<file path="src/rtl/wp_lock_pkg.sv">
// Shared encodings for the write-protect lock manager.
// Assumes: block states are one-hot; command codes are byte-wide.
package wp_lock_pkg;

    typedef enum logic [2:0] {
        WP_TIGHT    = 3'b001,
        WP_LOCKED   = 3'b010,
        WP_UNLOCKED = 3'b100
    } wp_state_e;

    typedef enum logic [1:0] {
        OP_UNLOCK = 2'd0,
        OP_LOCK   = 2'd1,
        OP_TIGHT  = 2'd2
    } wp_op_e;

    localparam logic [7:0] CMD_UNLOCK_RANGE = 8'h23;
    localparam logic [7:0] CMD_UNLOCK_ALL   = 8'h27;
    localparam logic [7:0] CMD_LOCK_RANGE   = 8'h2A;
    localparam logic [7:0] CMD_TIGHT_RANGE  = 8'h2C;

endpackage

</file>
<file path="src/rtl/wp_walk_ctrl.sv">
// Command decoder and range walker.
// Accepts one command while idle, latches its bounds and operation,
// then presents one block index per clock until the last one.
// Unknown codes skip the walk and finish at once with a bad flag.
// Assumes: NUM_BLOCKS is a power of two, so the bounds never exceed it.
module wp_walk_ctrl
    import wp_lock_pkg::*;
#(
    parameter int NUM_BLOCKS = 64,
    parameter int BLK_W      = $clog2(NUM_BLOCKS)
) (
    input  logic             clk,
    input  logic             rst_n,
    input  logic             cmd_valid,
    input  logic [7:0]       cmd_code,
    input  logic [BLK_W-1:0] range_lo,
    input  logic [BLK_W-1:0] range_hi,
    output logic             busy,
    output logic             done,
    output logic             finish,
    output logic             bad_cmd,
    output logic             apply,
    output logic [BLK_W-1:0] apply_idx,
    output wp_op_e           apply_op
);

    localparam logic [BLK_W-1:0] LAST_IDX = BLK_W'(NUM_BLOCKS - 1);

    typedef enum logic [1:0] {PH_IDLE, PH_WALK, PH_DONE} phase_e;

    phase_e           phase_q;
    logic [BLK_W-1:0] cur_q, last_q;
    wp_op_e           op_q;

    logic             known;
    wp_op_e           op_n;
    logic [BLK_W-1:0] lo_n, hi_n;
    logic             accept, empty, at_end, walk_fin;

    // Decode the command code into operation and bounds.
    always_comb begin
        known = 1'b1;
        op_n  = OP_UNLOCK;
        lo_n  = range_lo;
        hi_n  = range_hi;
        case (cmd_code)
            CMD_UNLOCK_RANGE: op_n = OP_UNLOCK;
            CMD_UNLOCK_ALL: begin
                op_n = OP_UNLOCK;
                lo_n = '0;
                hi_n = LAST_IDX;
            end
            CMD_LOCK_RANGE:  op_n = OP_LOCK;
            CMD_TIGHT_RANGE: op_n = OP_TIGHT;
            default:         known = 1'b0;
        endcase
    end

    // Walk progress and completion conditions.
    always_comb begin
        accept   = (phase_q == PH_IDLE) && cmd_valid;
        empty    = cur_q > last_q;
        at_end   = cur_q == last_q;
        apply    = (phase_q == PH_WALK) && !empty;
        walk_fin = (phase_q == PH_WALK) && (empty || at_end);
        bad_cmd  = accept && !known;
        finish   = walk_fin || bad_cmd;
    end

    // Phase sequencing and cursor advance.
    always_ff @(posedge clk) begin
        if (!rst_n) begin
            phase_q <= PH_IDLE;
            cur_q   <= '0;
            last_q  <= '0;
            op_q    <= OP_UNLOCK;
        end else begin
            case (phase_q)
                PH_IDLE: begin
                    if (accept && known) begin
                        phase_q <= PH_WALK;
                        cur_q   <= lo_n;
                        last_q  <= hi_n;
                        op_q    <= op_n;
                    end else if (accept) begin
                        phase_q <= PH_DONE;
                    end
                end
                PH_WALK: begin
                    if (walk_fin) phase_q <= PH_DONE;
                    else          cur_q   <= cur_q + 1'b1;
                end
                default: phase_q <= PH_IDLE;
            endcase
        end
    end

    assign busy      = phase_q == PH_WALK;
    assign done      = phase_q == PH_DONE;
    assign apply_idx = cur_q;
    assign apply_op  = op_q;

endmodule

</file>
<file path="src/rtl/wp_state_array.sv">
// Per-block state storage with the stickiness rules applied at the write port.
// One block may be updated per clock; any block can be read combinationally.
// Assumes: indices are always below NUM_BLOCKS (power-of-two count).
module wp_state_array
    import wp_lock_pkg::*;
#(
    parameter int NUM_BLOCKS = 64,
    parameter int BLK_W      = $clog2(NUM_BLOCKS)
) (
    input  logic             clk,
    input  logic             rst_n,
    input  logic             apply,
    input  logic [BLK_W-1:0] apply_idx,
    input  wp_op_e           apply_op,
    input  logic [BLK_W-1:0] query_idx,
    output logic [2:0]       query_state,
    output logic             upd_fire,
    output logic [2:0]       upd_state
);

    logic [2:0] blk_q [NUM_BLOCKS];
    logic [2:0] target;
    logic       skip;

    // Apply the asymmetric stickiness rules to the addressed block.
    always_comb begin
        target    = blk_q[apply_idx];
        skip      = 1'b1;
        upd_state = WP_LOCKED;
        case (apply_op)
            OP_UNLOCK: begin
                skip      = target == WP_TIGHT;
                upd_state = WP_UNLOCKED;
            end
            OP_LOCK: begin
                skip      = target == WP_TIGHT;
                upd_state = WP_LOCKED;
            end
            OP_TIGHT: begin
                skip      = target == WP_UNLOCKED;
                upd_state = WP_TIGHT;
            end
            default: skip = 1'b1;
        endcase
        upd_fire = apply && !skip;
    end

    for (genvar g = 0; g < NUM_BLOCKS; g++) begin : g_blk
        // Hold one block's state; reset to locked.
        always_ff @(posedge clk) begin
            if (!rst_n)
                blk_q[g] <= WP_LOCKED;
            else if (upd_fire && apply_idx == BLK_W'(g))
                blk_q[g] <= upd_state;
        end
    end

    assign query_state = blk_q[query_idx];

endmodule

</file>
<file path="src/rtl/wp_lock_mgr.sv">
// Top of the write-protect lock manager.
// Holds the range registers, status, interrupt and error flags, and
// connects the walker to the state array.
// Assumes: NUM_BLOCKS is a power of two, at least 2, and fits in REG_W.
module wp_lock_mgr
    import wp_lock_pkg::*;
#(
    parameter int NUM_BLOCKS = 64,
    parameter int REG_W      = 16,
    parameter int BLK_W      = $clog2(NUM_BLOCKS)
) (
    input  logic             clk,
    input  logic             rst_n,
    input  logic             first_we,
    input  logic             last_we,
    input  logic [REG_W-1:0] reg_wdata,
    input  logic             cmd_valid,
    input  logic [7:0]       cmd_code,
    input  logic             irq_ack,
    input  logic [BLK_W-1:0] query_idx,
    output logic [BLK_W-1:0] first_blk,
    output logic [BLK_W-1:0] last_blk,
    output logic             busy,
    output logic             done,
    output logic             irq,
    output logic             cmd_err,
    output logic [2:0]       wp_status,
    output logic [2:0]       query_state
);

    logic             finish, bad_cmd, apply, upd_fire;
    logic [BLK_W-1:0] apply_idx;
    wp_op_e           apply_op;
    logic [2:0]       upd_state;
    logic [BLK_W-1:0] wdata_masked;

    assign wdata_masked = reg_wdata[BLK_W-1:0];

    wp_walk_ctrl #(.NUM_BLOCKS(NUM_BLOCKS), .BLK_W(BLK_W)) walk_i (
        .clk       (clk),
        .rst_n     (rst_n),
        .cmd_valid (cmd_valid),
        .cmd_code  (cmd_code),
        .range_lo  (first_blk),
        .range_hi  (last_blk),
        .busy      (busy),
        .done      (done),
        .finish    (finish),
        .bad_cmd   (bad_cmd),
        .apply     (apply),
        .apply_idx (apply_idx),
        .apply_op  (apply_op)
    );

    wp_state_array #(.NUM_BLOCKS(NUM_BLOCKS), .BLK_W(BLK_W)) array_i (
        .clk         (clk),
        .rst_n       (rst_n),
        .apply       (apply),
        .apply_idx   (apply_idx),
        .apply_op    (apply_op),
        .query_idx   (query_idx),
        .query_state (query_state),
        .upd_fire    (upd_fire),
        .upd_state   (upd_state)
    );

    // Range registers: a first-block write also sets the last block.
    always_ff @(posedge clk) begin
        if (!rst_n) begin
            first_blk <= '0;
            last_blk  <= '0;
        end else begin
            if (first_we) begin
                first_blk <= wdata_masked;
                last_blk  <= wdata_masked;
            end
            if (last_we) last_blk <= wdata_masked;
        end
    end

    // Status follows each block actually written by the walk.
    always_ff @(posedge clk) begin
        if (!rst_n)        wp_status <= WP_LOCKED;
        else if (upd_fire) wp_status <= upd_state;
    end

    // Sticky interrupt and error; completion wins over acknowledge.
    always_ff @(posedge clk) begin
        if (!rst_n) begin
            irq     <= 1'b0;
            cmd_err <= 1'b0;
        end else begin
            irq     <= finish  || (irq && !irq_ack);
            cmd_err <= bad_cmd || (cmd_err && !irq_ack);
        end
    end

endmodule

</file>
<file path="config.mk">
export PLATFORM = sky130hd
export DESIGN_NAME = wp_lock_mgr
export DESIGN_NICKNAME = d
export VERILOG_FILES = /design/src/rtl/wp_lock_pkg.sv /design/src/rtl/wp_walk_ctrl.sv /design/src/rtl/wp_state_array.sv /design/src/rtl/wp_lock_mgr.sv
export SDC_FILE = /design/constraint.sdc
export NUM_CORES = 1
export LEC_CHECK = 0
export BUFFER_PORTS_ARGS = -buffer_cell sky130_fd_sc_hd__buf_4
export CORE_MARGIN = 1.5
export CORE_UTILIZATION = 55
export DETAILED_ROUTE_END_ITERATION = 10
export PLACE_DENSITY_LB_ADDON = 0.25
export RECOVER_POWER = 100
export REMOVE_ABC_BUFFERS = 1
export SKIP_LAST_GASP = 1
export SYNTH_ARGS = -nofsm -noshare
export SYNTH_HDL_FRONTEND = slang
export SYNTH_SLANG_ARGS = --single-unit
</file>
<file path="constraint.sdc">
create_clock -name clk -period 3.9 [get_ports clk]
set_clock_uncertainty 0.05 [all_clocks]
set_input_delay 0.39 -clock clk [delete_from_list [all_inputs] [get_ports clk]]
set_output_delay 0.39 -clock clk [all_outputs]
set_load 0.005 [all_outputs]
</file>
==> results of run 1 <==
## synth_stat cells (5+ instances only)
| cell | instances |
|---|---|
| a221oi_1 | 6 |
| buf_1 | 5 |
| o41ai_1 | 8 |
| ha_1 | 10 |
| mux4_2 | 100 |
| nand2b_1 | 11 |
| buf_4 | 6 |
| o22ai_1 | 5 |
| inv_1 | 12 |
| o21ai_0 | 68 |
| mux4_1 | 6 |
| a211oi_1 | 9 |
| edfxtp_1 | 192 |
| a22oi_1 | 7 |
| clkbuf_1 | 61 |
| a311oi_1 | 5 |
| a21oi_1 | 12 |
| dfxtp_1 | 39 |
| nor3_1 | 14 |
| a22o_1 | 5 |
| nand4b_1 | 7 |
| buf_2 | 16 |
| nand4_1 | 60 |
| a31oi_1 | 5 |
| mux2i_1 | 16 |
| a21boi_0 | 5 |
| nor2b_1 | 18 |
| nand3_1 | 70 |
| nor2_1 | 157 |
| nand2_1 | 44 |
## worst max path at each step
stage	end	startpoint	slack (ns)	cells after the start
6_report	array_i.blk_q[25][0]	flop	0.08	9
2_1_floorplan	array_i.blk_q[0][0]	flop	-1.44	7
5_1_grt	array_i.blk_q[61][2]	flop	0.02	10
3_3_place_gp	array_i.blk_q[61][2]	flop	0.28	10
3_5_place_dp	array_i.blk_q[34][0]	flop	0.26	9
4_1_cts	array_i.blk_q[57][2]	flop	0.19	9
## metal layers
| layer | global-route usage | up-vias | share of wire |
|---|---|---|---|
| met2 | 0.532 | 746 | 0.47 |
| li1 | - | 4145 | - |
| met1 | 0.419 | 4710 | 0.33 |
| met4 | 0.174 | 0 | 0.055 |
| met5 | 0 | - | 0 |
| met3 | 0.0833 | 154 | 0.14 |
## layout by cell type, fill, tap and decap left out, types with 21 or more instances in the layout
cell / instances
edfxtp_1: 192
nor2_1: 157
mux4_2: 100
nand3_1: 70
o21ai_0: 67
nand4_1: 60
buf_4: 56
nand2_1: 44
dfxtp_1: 37
clkbuf_16: 28
clkbuf_1: 22
clkbuf_4: 21
## per-stage QoR
step           power, µW  setup slack, ns  cells
2_1_floorplan       2970            -1.44    931
3_3_place_gp        3150            0.279   1331
3_5_place_dp        3160            0.260   1331
4_1_cts             5540            0.193   1376
5_1_grt             5660           0.0184   1376
6_report            5530           0.0750   1376
## critical path, delay by kind of cell (launching register included)
kind            cells  cell delay [ns]
simple gates        3             0.94
flops               1             0.37
mux                 1             0.58
compound gates      3             1.12
buf+inv             2             0.57
## sequential cells by signal, summed over array words and instances (netlist names), 2 cells and up, named ones only
register          count
wp_status             3
walk_i.last_q         6
array_i.blk_q       192
first_blk             6
last_blk              6
walk_i.apply_idx      6
walk_i.phase_q        2
walk_i.apply_op       2
## where the power goes
part           leakage, µW  internal [µW]  switching, µW
sequential         0.00207           2720           33.5
combinational      0.00184            159            195
clock             0.000417           1430            993
## cell type report
type                       count  area (µm²)
clock buffer                  33         759
fill                        1749        8320
clock inverter                12        81.3
timing repair buffer         115         877
sequential                   231        6550
multi-input combinational    685        5700
inverter                      15        56.3
tap                          285         357
## logic make-up after synthesis
logic type | after synthesis
AND/OR/NAND/NOR | 397
flip-flops | 231
adder cells (fa/ha/maj) | 10
buffers and inverters | 111
multiplexers | 126
AO/OA/AOI/OAI | 152
==> impl_metrics.ini, run 1 <==
[floorplan]
io_pins = 58
die_h_um = 155
die_area_mm2 = 0.0241
row_count = 55
coreArea_mm2 = 0.0227
fp.dieW_um = 155
initial_utilization = 0.561

[route]
drtIter0Drc = 1480
drc = 0
drt-total-wl_um = 38700
vias = 9755
viasPerCell = 7.09
drtAntennaViolNets = 0
drt_first_pass_iters = 6
routedWlPerCell_um = 28.1

[logic_synthesis]
synth_compound_area_frac = 0.0784
synthAdderAreaFrac = 0.00981
synth_warnings = 0
synth-simple-area-share = 0.150
async_flop_share = 0
synth_edf_count = 192
synth_mux_area_frac = 0.209
synthesis.instances = 1027
syn_area_mm2 = 0.0128
seq_area_frac_synth = 0.513
synthTopCellsByArea = edfxtp_1 (45%), mux4_2 (18%), dfxtp_1 (6.1%)
synth_flop_cell = edfxtp_1
synth_top_cell_by_area = edfxtp_1
synth_top_family_by_area = multiplexers
synth_cell_type_count = 56
synth_seq_cells = 231
synth-xor-area-share = 0
synth_top_area_frac = 0.452
syn_avg_cell_area_um2 = 12.4

[final_layout]
layout-drive-gt1-share = 0.229
diodes = 0
layout.nets = 1119
fin_util = 0.633
syn_to_final_growth_pct = 12.8
fin_area_mm2 = 0.0144

[cts]
cts.sink_count = 231
cts_setup_buffers = 0
ctsHoldBuffers = 0
cts.clk_slew.worst_paths_ns = 0.06
cts-resized-gates = 0
insertion_delay_ns = 0.54
htreeDepth = 1
numCtsBuffers = 25
clock_path_buffers = 3
cts_tree = done
root_buffer = clkbuf_16

[worst_setup_path]
end_kind = flop
cp-start-kind = flop
reg2reg_depth = 9
critPathMaxStageDelay_ns = 0.60
worstPathRequired_ns = 4.21
critical_path.max_fanout = 16
r2r-end = array_i.blk_q[25][0]
cp_slowest_cell = or4_4
worstPathArrival_ns = 4.14
rrSetupSlack_ns = 0.08
crit_type = reg -> reg
crit_path_cell_trace = buf_12 -> mux4_2 -> a22oi_1 -> a311oi_1 -> or4_4 -> a311oi_2 -> nand2_1 -> clkbuf_2 -> nor2_1

[placed_design]
place_congestion = 1.02
post-dp-hpwl_um = 26700
place_area_mm2 = 0.0137
io_buffers = 47

[sta]
fin_setup_tns_ns = 0
slew_violations = 0
setup_violations = 0
tightest_slew_ns = 1.05
finalHoldViolCount = 0
maxSlewHeadroom = 0.294
hold_ws_ns = 0.0622
rsz0062_at_grt = false
fmax_mhz = 261
min_period_ns = 3.82
finalCritPeriodShare = 0.981

[power_and_ir_drop]
powerDensity_mw_per_mm2 = 384
vdd_drop_max_mv = 0.317
p_leak_uw = 0.00433

[run_status]
status = finished clean

[global_routing]
grt_pass1_vias = 9811
grt_pass1_wl_um = 58500
track_usage = 0.331
grt_max_degree = 61
antenna_found_initial = 1
grt-ovfl-total = 0

[hold_path]
min-delay-start = cmd_valid
whs_path_depth = 3
hp-class = in -> reg
holdPathEnd = walk_i.phase_q[0]

[run]
max_cap_viol_count = 0
Power figures use the tool's default switching activity.
==> run 2: changes to the inputs <==
--- a/config.mk
+++ b/config.mk
@@ -5,9 +5,10 @@
 export SDC_FILE = /design/constraint.sdc
 export NUM_CORES = 1
 export LEC_CHECK = 0
+export ABC_AREA = 1
 export BUFFER_PORTS_ARGS = -buffer_cell sky130_fd_sc_hd__buf_4
 export CORE_MARGIN = 1.5
-export CORE_UTILIZATION = 55
+export CORE_UTILIZATION = 44
 export DETAILED_ROUTE_END_ITERATION = 10
 export PLACE_DENSITY_LB_ADDON = 0.25
 export RECOVER_POWER = 100
==> run 2 against run 1 <==
The run now ends with capacitance limit, slew limit left. Flip-flop and latch count stayed put. Global-route usage is 4.6 points lower. Sequential power hardly changed. First-iteration DRC count is 0.54% lower. Critical path depth is 7 higher. Non-clock buffer count is 39 lower. Combinational power is 31% higher. Sequential share of layout area is 1.1 points lower. Clock-buffer cell count is 3 higher.
==> impl_metrics.ini, run 2 <==
[power_and_ir_drop]
p_comb_frac = 0.082
switching_power_uw = 1340
p_int_uw = 4270
seqPwrFrac = 0.492
p_leak_uw = 0.00530
clock_power_share = 0.426
finalPower_uw = 5610
netSwitchingFraction = 0.239
vdd_drop_max_mv = 0.235
powerDensity_mw_per_mm2 = 381

[global_routing]
track_usage = 0.285
antenna_found_initial = 0
grt_pass1_wl_um = 69300
grt_max_degree = 105
grt_pass1_vias = 12200
grt-ovfl-total = 0

[floorplan]
initial_utilization = 0.451
die_h_um = 178
fp.dieW_um = 178
die_area_mm2 = 0.0317
io_pins = 58
coreArea_mm2 = 0.0299
row_count = 63

[final_layout]
multi_input_area_mm2 = 0.00594
top_register = array_i.blk_q
syn_to_final_growth_pct = 9.32
layout.nets = 1705
final_common_cell = nand2_1
largest_register_ffs = 192
layout-drive-gt1-share = 0.0734
ff_latch_area_mm2 = 0.00655
final_cell_mix = nand2_1 (327), nor2_1 (250), nand3_1 (200)
fill_cells = 2768
diodes = 0

[cts]
ctsHoldBuffers = 0
cts_setup_buffers = 0
cts.clk_slew.worst_paths_ns = 0.06
cts-resized-gates = 0
cts_tree = done
numCtsBuffers = 25
root_buffer = clkbuf_16
clock_path_buffers = 3
cts.sink_count = 231
insertion_delay_ns = 0.53
htreeDepth = 1

[placed_design]
post-dp-hpwl_um = 28800
place_congestion = 0.924
io_buffers = 47

[logic_synthesis]
syn_area_mm2 = 0.0135
seq_area_frac_synth = 0.485
synth_most_common_cell = nand2_1
async_flop_share = 0
synth_cell_type_count = 38
synth-simple-area-share = 0.327
synth_warnings = 0
synth_top_cell_by_area = edfxtp_1
yosys-top-cells-count = nand2_1 (327), nor2_1 (242), nand3_1 (196)
synth_seq_cells = 231
synthAdderAreaFrac = 0.00928
syn_avg_cell_area_um2 = 7.89
synthesis.instances = 1708
synth_top_family_by_area = simple AND/OR/NAND/NOR gates
synth_compound_area_frac = 0.105
synth_edf_count = 192
synth-xor-area-share = 0.00195
synth_top_area_frac = 0.428
synth_flop_cell = edfxtp_1
synthTopCellsByArea = edfxtp_1 (43%), nand2_1 (9.1%), nand3_1 (7.3%)
synth_mux_area_frac = 0

[worst_setup_path]
reg2reg_depth = 16
cp_slowest_cell = buf_4
path_common_cell = nand2_1
cp-start-kind = flop
critical_path.max_fanout = 47
crit_path_cell_trace = inv_2 -> buf_4 -> nand2_1 -> nand3_1 -> nand3_1 -> nand2_1 -> nand2_1 -> nand3_1 -> nand3_1 -> nand3_1 -> nand2_1 -> nand3_4 -> nand2_4 -> inv_4 -> nand2_1 -> nand2_1
crit_type = reg -> reg
worstPathArrival_ns = 3.71
worstPathRequired_ns = 4.05
critPathMaxStageDelay_ns = 0.48
end_kind = flop

[sta]
min_period_ns = 3.56
hold_ws_ns = 0.0455
setup_violations = 0
rsz0062_at_grt = false
finalCritPeriodShare = 0.913
slew_violations = 189
finalHoldViolCount = 0
tightest_slew_ns = 2.36
fmax_mhz = 281
fin_setup_tns_ns = 0
maxSlewHeadroom = -0.576

[hold_path]
whs_path_depth = 3
hp-class = in -> reg

[route]
drtIter0Drc = 1472
routedWlPerCell_um = 21.7
drt-total-wl_um = 44800
viasPerCell = 6.24
drtAntennaViolNets = 0
drc = 0
drt_first_pass_iters = 8
vias = 12900

[run]
max_cap_viol_count = 2

[run_status]
violations = capacitance limit, slew limit
status = finished, violations left
[run 2: cell families after synthesis]
kind of cell,Yosys count
xor gates and xnor gates,3
buffers and inverters,226
DFF,231
and+or+nand+nor,987
AOI/OAI and AO/OA,251
adders and majority gates,10
[run 2: worst paths after layout]
check / from / end / slack (ns)
min: reg_wdata[2] / first_blk[2] / 0.05
max reg2reg: flop / array_i.blk_q[36][1] / 0.34
max: flop / array_i.blk_q[36][1] / 0.34
min reg2reg: walk_i.last_q[4] / walk_i.last_q[4] / 0.42
[run 2: area by class of cell]
type / instances / area share
Clock buffer: 36 / 0.0516
Clock inverter: 8 / 0.00416
Inverter: 74 / 0.0191
Multi-Input combinational cell: 1251 / 0.403
Sequential cell: 231 / 0.444
Tap cell: 390 / 0.0331
Timing Repair Buffer: 76 / 0.0448
[run 2: metrics by stage]
stage | setup slack (ns) | utilization | cell area [µm²] | cells
after floorplan | -1.23 | - | 12800 | 1556
after detailed placement | 0.469 | 0.468 | 14000 | 2022
after global placement | 0.528 | 0.468 | 14000 | 2022
after CTS | 0.421 | 0.496 | 14800 | 2066
after global routing | 0.0884 | 0.493 | 14700 | 2066
final | 0.339 | 0.493 | 14700 | 2066
[run 2: power groups by stage]
stage | clock network [µW] | registers, µW | logic [µW]
5_1_grt | 2500 | 2760 | 501
3_5_place_dp | 0 | 2810 | 453
3_3_place_gp | 0 | 2810 | 444
6_report | 2390 | 2760 | 462
4_1_cts | 2400 | 2760 | 454
2_1_floorplan | 0 | 2800 | 228
[run 2: worst max-delay path, delay by kind of cell (launching register included)]
| kind | cells | cell delay (ns) |
|---|---|---|
| and+or+nand+nor | 13 | 1.66 |
| buffers and inverters | 3 | 1.02 |
| DFF | 1 | 0.46 |
[run 2: metal layers]
metal	up-vias	part of all wire	routed length, µm	track usage
li1	5917	-	-	-
met1	6066	0.39	17600	0.379
met2	795	0.46	20400	0.455
met3	117	0.11	4910	0.0522
met4	0	0.042	1860	0.127
met5	-	0	0	0
